--- src/rtl/mrs_pkg.sv ---
package mrs_pkg;

    typedef enum logic [2:0] {
        S_IDLE,
        S_ADDR,
        S_STRB,
        S_WAIT,
        S_XWAIT,
        S_FIN
    } seq_state_e;

    typedef struct packed {
        logic load_addr;
        logic clr_addr;
        logic capture;
        logic cnt_inc;
        logic cnt_clr;
        logic rd;
        logic busy;
        logic done;
    } seq_ctrl_t;

    function automatic logic strobe_of(input seq_state_e s);
        return (s == S_STRB) || (s == S_WAIT) || (s == S_XWAIT);
    endfunction

endpackage

--- src/rtl/mrs_fsm.sv ---
module mrs_fsm
    import mrs_pkg::*;
(
    input  logic      clk,
    input  logic      rst,
    input  logic      req,
    input  logic      ready,
    input  logic      wait_full,
    output seq_ctrl_t ctrl,
    output logic      err
);
    seq_state_e st, nxt;
    logic       abort;
    logic       err_q;

    always_comb begin
        nxt   = st;
        ctrl  = '0;
        abort = 1'b0;
        ctrl.rd   = strobe_of(st);
        ctrl.busy = (st != S_IDLE);
        ctrl.done = (st == S_FIN);
        case (st)
            S_IDLE: begin
                ctrl.cnt_clr = 1'b1;
                if (req) begin
                    nxt            = S_ADDR;
                    ctrl.load_addr = 1'b1;
                end
            end
            S_ADDR:  nxt = S_STRB;
            S_STRB:  nxt = S_WAIT;
            S_WAIT: begin
                if (ready) begin
                    nxt          = S_FIN;
                    ctrl.capture = 1'b1;
                end else begin
                    nxt          = S_XWAIT;
                    ctrl.cnt_inc = 1'b1;
                end
            end
            S_XWAIT: begin
                if (ready) begin
                    nxt          = S_FIN;
                    ctrl.capture = 1'b1;
                end else if (wait_full) begin
                    nxt   = S_FIN;
                    abort = 1'b1;
                end else begin
                    ctrl.cnt_inc = 1'b1;
                end
            end
            S_FIN: begin
                nxt           = S_IDLE;
                ctrl.clr_addr = 1'b1;
                ctrl.cnt_clr  = 1'b1;
            end
            default: nxt = S_IDLE;
        endcase
    end

    always_ff @(posedge clk) begin
        if (rst) begin
            st    <= S_IDLE;
            err_q <= 1'b0;
        end else begin
            st    <= nxt;
            err_q <= abort;
        end
    end

    assign err = err_q;

    // an error is reported only in a completion cycle
    assert_err_with_done_R8: assert property (@(posedge clk) disable iff (rst)
        err |-> (st == S_FIN));

endmodule

--- src/rtl/mrs_waitcnt.sv ---
module mrs_waitcnt #(
    parameter int MAX_WAIT = 6
) (
    input  logic clk,
    input  logic rst,
    input  logic clr,
    input  logic inc,
    output logic full
);
    localparam int CW = $clog2(MAX_WAIT + 1);

    logic [CW-1:0] cnt;

    always_ff @(posedge clk) begin
        if (rst || clr) begin
            cnt <= '0;
        end else if (inc) begin
            cnt <= cnt + 1'b1;
        end
    end

    assign full = (cnt == CW'(MAX_WAIT));

    // the extra wait-state count never passes the limit
    assert_cnt_bounded_R8: assert property (@(posedge clk) disable iff (rst)
        cnt <= CW'(MAX_WAIT));

endmodule

--- src/rtl/mrs_datapath.sv ---
module mrs_datapath #(
    parameter int ADDR_W = 16,
    parameter int DATA_W = 16
) (
    input  logic              clk,
    input  logic              rst,
    input  logic              load_addr,
    input  logic              clr_addr,
    input  logic              capture,
    input  logic [ADDR_W-1:0] addr_in,
    input  logic [DATA_W-1:0] data_in,
    output logic [ADDR_W-1:0] addr_out,
    output logic [DATA_W-1:0] rdata
);
    logic [ADDR_W-1:0] addr_q;
    logic [DATA_W-1:0] rdata_q;

    always_ff @(posedge clk) begin
        if (rst || clr_addr) begin
            addr_q <= '0;
        end else if (load_addr) begin
            addr_q <= addr_in;
        end
    end

    always_ff @(posedge clk) begin
        if (rst) begin
            rdata_q <= '0;
        end else if (capture) begin
            rdata_q <= data_in;
        end
    end

    assign addr_out = addr_q;
    assign rdata    = rdata_q;

    // the result register changes only on a capture
    assert_rdata_held_R6: assert property (@(posedge clk) disable iff (rst)
        !capture |=> $stable(rdata_q));

endmodule

--- src/rtl/mem_read_seq.sv ---
module mem_read_seq
    import mrs_pkg::*;
#(
    parameter int ADDR_W   = 16,
    parameter int DATA_W   = 16,
    parameter int MAX_WAIT = 6
) (
    input  logic              clk,
    input  logic              rst,
    input  logic              req_i,
    input  logic [ADDR_W-1:0] req_addr_i,
    output logic              busy_o,
    output logic              done_o,
    output logic              err_o,
    output logic [DATA_W-1:0] rdata_o,
    output logic [ADDR_W-1:0] mem_addr_o,
    output logic              mem_rd_o,
    input  logic [DATA_W-1:0] mem_data_i,
    input  logic              mem_ready_i
);
    seq_ctrl_t ctrl;
    logic      wait_full;
    logic      err;

    mrs_fsm u_fsm (
        .clk       (clk),
        .rst       (rst),
        .req       (req_i),
        .ready     (mem_ready_i),
        .wait_full (wait_full),
        .ctrl      (ctrl),
        .err       (err)
    );

    mrs_waitcnt #(.MAX_WAIT(MAX_WAIT)) u_waitcnt (
        .clk  (clk),
        .rst  (rst),
        .clr  (ctrl.cnt_clr),
        .inc  (ctrl.cnt_inc),
        .full (wait_full)
    );

    mrs_datapath #(.ADDR_W(ADDR_W), .DATA_W(DATA_W)) u_dp (
        .clk       (clk),
        .rst       (rst),
        .load_addr (ctrl.load_addr),
        .clr_addr  (ctrl.clr_addr),
        .capture   (ctrl.capture),
        .addr_in   (req_addr_i),
        .data_in   (mem_data_i),
        .addr_out  (mem_addr_o),
        .rdata     (rdata_o)
    );

    assign busy_o   = ctrl.busy;
    assign done_o   = ctrl.done;
    assign err_o    = err;
    assign mem_rd_o = ctrl.rd;

    // no strobe while idle
    assert_no_strobe_idle_R1: assert property (@(posedge clk) disable iff (rst)
        !busy_o |-> !mem_rd_o);

    // the strobe rises on an address that is already stable
    assert_addr_before_strobe_R3: assert property (@(posedge clk) disable iff (rst)
        $rose(mem_rd_o) |-> $stable(mem_addr_o) && busy_o);

    // completion comes right after a strobe cycle, with the strobe low
    assert_done_after_strobe_R7: assert property (@(posedge clk) disable iff (rst)
        done_o |-> !mem_rd_o && $past(mem_rd_o) && $stable(mem_addr_o));

    // completion is a single-cycle pulse followed by idle
    assert_done_pulse_R7: assert property (@(posedge clk) disable iff (rst)
        done_o |=> !done_o && !busy_o);

    // reset drives the bus to its quiet state
    assert_reset_quiet_R10: assert property (@(posedge clk)
        rst |=> !mem_rd_o && (mem_addr_o == '0) && !busy_o);

endmodule

--- config.mk ---
export PLATFORM = sky130hd
export DESIGN_NAME = mem_read_seq
export DESIGN_NICKNAME = d
export VERILOG_FILES = /design/src/rtl/mrs_pkg.sv /design/src/rtl/mrs_fsm.sv /design/src/rtl/mrs_waitcnt.sv /design/src/rtl/mrs_datapath.sv /design/src/rtl/mem_read_seq.sv
export SDC_FILE = /design/constraint.sdc
export NUM_CORES = 1
export LEC_CHECK = 0
export BUFFER_PORTS_ARGS = -buffer_cell sky130_fd_sc_hd__buf_2
export CAP_MARGIN = 20
export CELL_PAD_IN_SITES_DETAIL_PLACEMENT = 1
export CELL_PAD_IN_SITES_GLOBAL_PLACEMENT = 1
export CORE_UTILIZATION = 35
export DETAILED_ROUTE_END_ITERATION = 10
export HOLD_SLACK_MARGIN = 0.06
export PLACE_DENSITY_LB_ADDON = 0.1
export REMOVE_ABC_BUFFERS = 1
export SLEW_MARGIN = 5
export SYNTH_ARGS = -nofsm -noshare
export SYNTH_HDL_FRONTEND = slang
export SYNTH_SLANG_ARGS = --single-unit
--- constraint.sdc ---
create_clock -name clk -period 1.9 [get_ports clk]
set_input_delay 0.285 -clock clk [delete_from_list [all_inputs] [get_ports clk]]
set_output_delay 0.285 -clock clk [all_outputs]
set_load 0.1 [all_outputs]
==> impl_metrics.tcl <==
set metrics [dict create \
    run_status "finished, final reports clean" \
    rsz0062_at_grt "false" \
    antenna_found_initial 0 \
    largest_net_degree_at_the_start_of_global_routing 42 \
    vdd_ir_drop_max_v 0.000368 \
    cp_slowest_stage_delay_ns 0.46 \
    internal-power_mw 1.35 \
    number_of_inserted_filler_cells_in_the_final_layout 618 \
    drt_first_pass_iters 4 \
    final_util 0.479 \
    power.share.sequential 0.406 \
    rows 25 \
    wl_per_cell_um 12.5 \
    insertedDiodeCount 0 \
    detail_route.iter0.violations 46 \
    synthToLayoutAreaGrowth_pct 28.0 \
    fp.coreArea_mm2 0.00485 \
    synthesized_cell_area_mm2 0.00182 \
    crit_buf_inv 1 \
    final_antenna_net_count 0 \
    layout-drive-gt1-share 0.383 \
    comb_power_share 0.373 \
    cp_max_fo 13 \
    ys_seq_elements 39 \
    max_slew.worst_pin.slew_ns 0.499 \
    synth.top_cells.by_area "dfxtp_1, nand2b_1, mux2i_1" \
    finalSetupViolations 0 \
    setup.reg_to_reg.worst_slack_ns 0.49 \
    place_hpwl_um 3020 \
    cts.clk_slew.worst_paths_ns 0.07 \
    totalWireLength_um 4130 \
    cts_tree "built" \
    full_die_area_mm2 0.00548 \
    grt_pass1_vias 1555 \
    final-max-slew-violation-count 0 \
    synth-main-ff-cell "dfxtp_1" \
    worst_setup_start_kind "flop" \
    critical-path-slowest-cell "dfxtp_2" \
    grtUsageTotal 0.160 \
    max_freq_mhz 542 \
    finalWorstPathRequiredPeriod_ns 1.85 \
    cp_top_delay_family "flip-flops" \
    synth.lib_cells_used.distinct 36 \
    synth_commonest_cells "dfxtp_1, nand2_1, nand2b_1, mux2i_1, a21oi_2" \
    yosys_warnings 0 \
    cts_root_buffer "clkbuf_8" \
    slew_headroom 0.670 \
    cts_max_level 2 \
    worst_ep_required_time_ns 1.62 \
    dieHeight_um 74.0 \
    netlist_instances 194 \
    route.detailed.drc 0 \
    synth_edf_count 0 \
    numClockSinks 39 \
    timing.setup.tns_ns 0 \
    final_min_period_over_clock_period 0.971 \
    post_cts_buffers 0 \
    number_of_maximum_capacitance_violations 0 \
    netSwitchingFraction 0.413 \
    hp-class "primary input to flop" \
    power.leakage_nw 1.03 \
    worst_setup_path_end_kind "output port" \
    die-width_um 74.0 \
    port_buffers 71 \
    share_of_synthesized_area_occupied_by_flip_flops_and_latches 0.430 \
    net-switching-power_mw 0.948 \
    async_flop_share 0 \
    route.vias.total 1534 \
    overflow_left_after_global_routing 0 \
    crit_path_cell_trace "or3b_1 > o21ai_0 > buf_12" \
    cts_buffer_depth 2 \
    later_pin_clock_latency_in_the_skew_report_ns 0.28 \
    power.clock.fraction 0.222 \
    post_detailed_route_via_to_cell_ratio 4.63 \
    timing.final.hold_violations 0 \
    worstSetupPathType "flop to output port" \
    power.density_cell_area_mw_per_mm2 988 \
    post_synthesis_mean_instance_area_um2 9.36 \
    cts_inserted_buffers 5 \
    cp_data_arrival_time_ns 1.56 \
    largest_area_contributor_in_the_netlist "dfxtp_1" \
    yosys.cell_count.top_type "dfxtp_1" \
    wire_length_of_the_first_global_routing_pass_um 6820 \
    fin_skew_ns 0.00229 \
    synth_top_area_share 0.430 \
    io_pins 72 \
    nNetsFinal 303 \
    globalplace.congestion 0.749 \
    initial_util 0.375 \
]
==> metal layers <==
metal | vias up | global-route usage | part of all wire
met1 | 705 | 0.186 | 0.44
met2 | 50 | 0.276 | 0.46
li1 | 775 | - | -
met5 | - | 0 | 0
met4 | 0 | 0.0449 | 0.0078
met3 | 4 | 0.0583 | 0.091
==> flip-flops by register name (all words and copies together), names as in the netlist <==
register       count
u_fsm.st           3
u_dp.addr_out     16
u_fsm.err          1
u_dp.rdata        16
u_waitcnt.cnt      3
==> worst paths after layout <==
kind / start / cells after the start / to
min reg2reg: u_dp.addr_out[2]$_SDFFE_PP0P_ / 2 / u_dp.addr_out[2]$_SDFFE_PP0P_
max: u_fsm.st[2]$_SDFFE_PP0P_ / 3 / mem_rd_o
min: req_addr_i[1] / 3 / u_dp.addr_out[1]$_SDFFE_PP0P_
max reg2reg: u_fsm.st[1]$_SDFFE_PP0P_ / 4 / u_dp.rdata[3]$_SDFFE_PP0P_
==> final cells by class <==
type	instances	area, um^2	share of cell area
Clock buffer	6	72.6	0.0312
Tap cell	67	83.8	0.0361
Multi-Input combinational cell	137	918	0.395
Sequential cell	39	785	0.337
Timing Repair Buffer	78	450	0.194
Inverter	4	15.0	0.00646
==> per-stage QoR <==
stage	hold WS [ns]	cells	setup slack, ns	cell area, um^2	total power, mW
floorplan	0.357	180	-1.20	1710	1.58
global placement	0.442	325	0.235	2250	1.80
detailed placement	0.448	325	0.222	2250	1.81
CTS	0.234	331	0.00652	2320	2.33
global route	0.236	331	0.00264	2320	2.41
finish	0.240	331	0.0547	2320	2.30
==> timing repair <==
item,CTS,global route
setup endpoints to repair,1,1
gates resized for setup,1,2
hold buffers,0,0
gates cloned,0,0
==> logic make-up (layout without fill, tap and decap cells) <==
group | count (synthesis) | after routing | share of synthesized area
AOI/OAI and AO/OA | 29 | 29 | 0.121
adders and majority gates | 2 | 2 | 0.0138
DFF | 39 | 39 | 0.430
xor gates and xnor gates | 2 | 2 | 0.00964
muxes | 18 | 18 | 0.0992
buffers and inverters | 18 | 88 | 0.0647
and+or+nand+nor | 86 | 86 | 0.262
==> worst min-delay path, delay by kind of cell <==
kind / cells / cell delay (ns)
simple gates: 1 / 0.05
buf+inv: 1 / 0.10
compound gates: 1 / 0.05
==> power groups by stage <==
stage,sequential (mW),combinational [mW],clock (mW)
finish,0.932,0.856,0.509
global route,0.941,0.904,0.563
CTS,0.931,0.865,0.537
detailed placement,0.949,0.863,0
global placement,0.947,0.856,0
floorplan,1.29,0.291,0
==> layout by cell type, fill, tap and decap left out, types with 4 or more instances in the layout <==
cell type  instances
buf_2             69
dfxtp_1           36
nand2_1           34
nand2b_1          32
mux2i_1           18
a21oi_2           10
o21ai_0            6
a21oi_1            6
buf_4              6
nor2_1             5
clkbuf_8           5
inv_1              4
(Power assumes the default switching activity.)
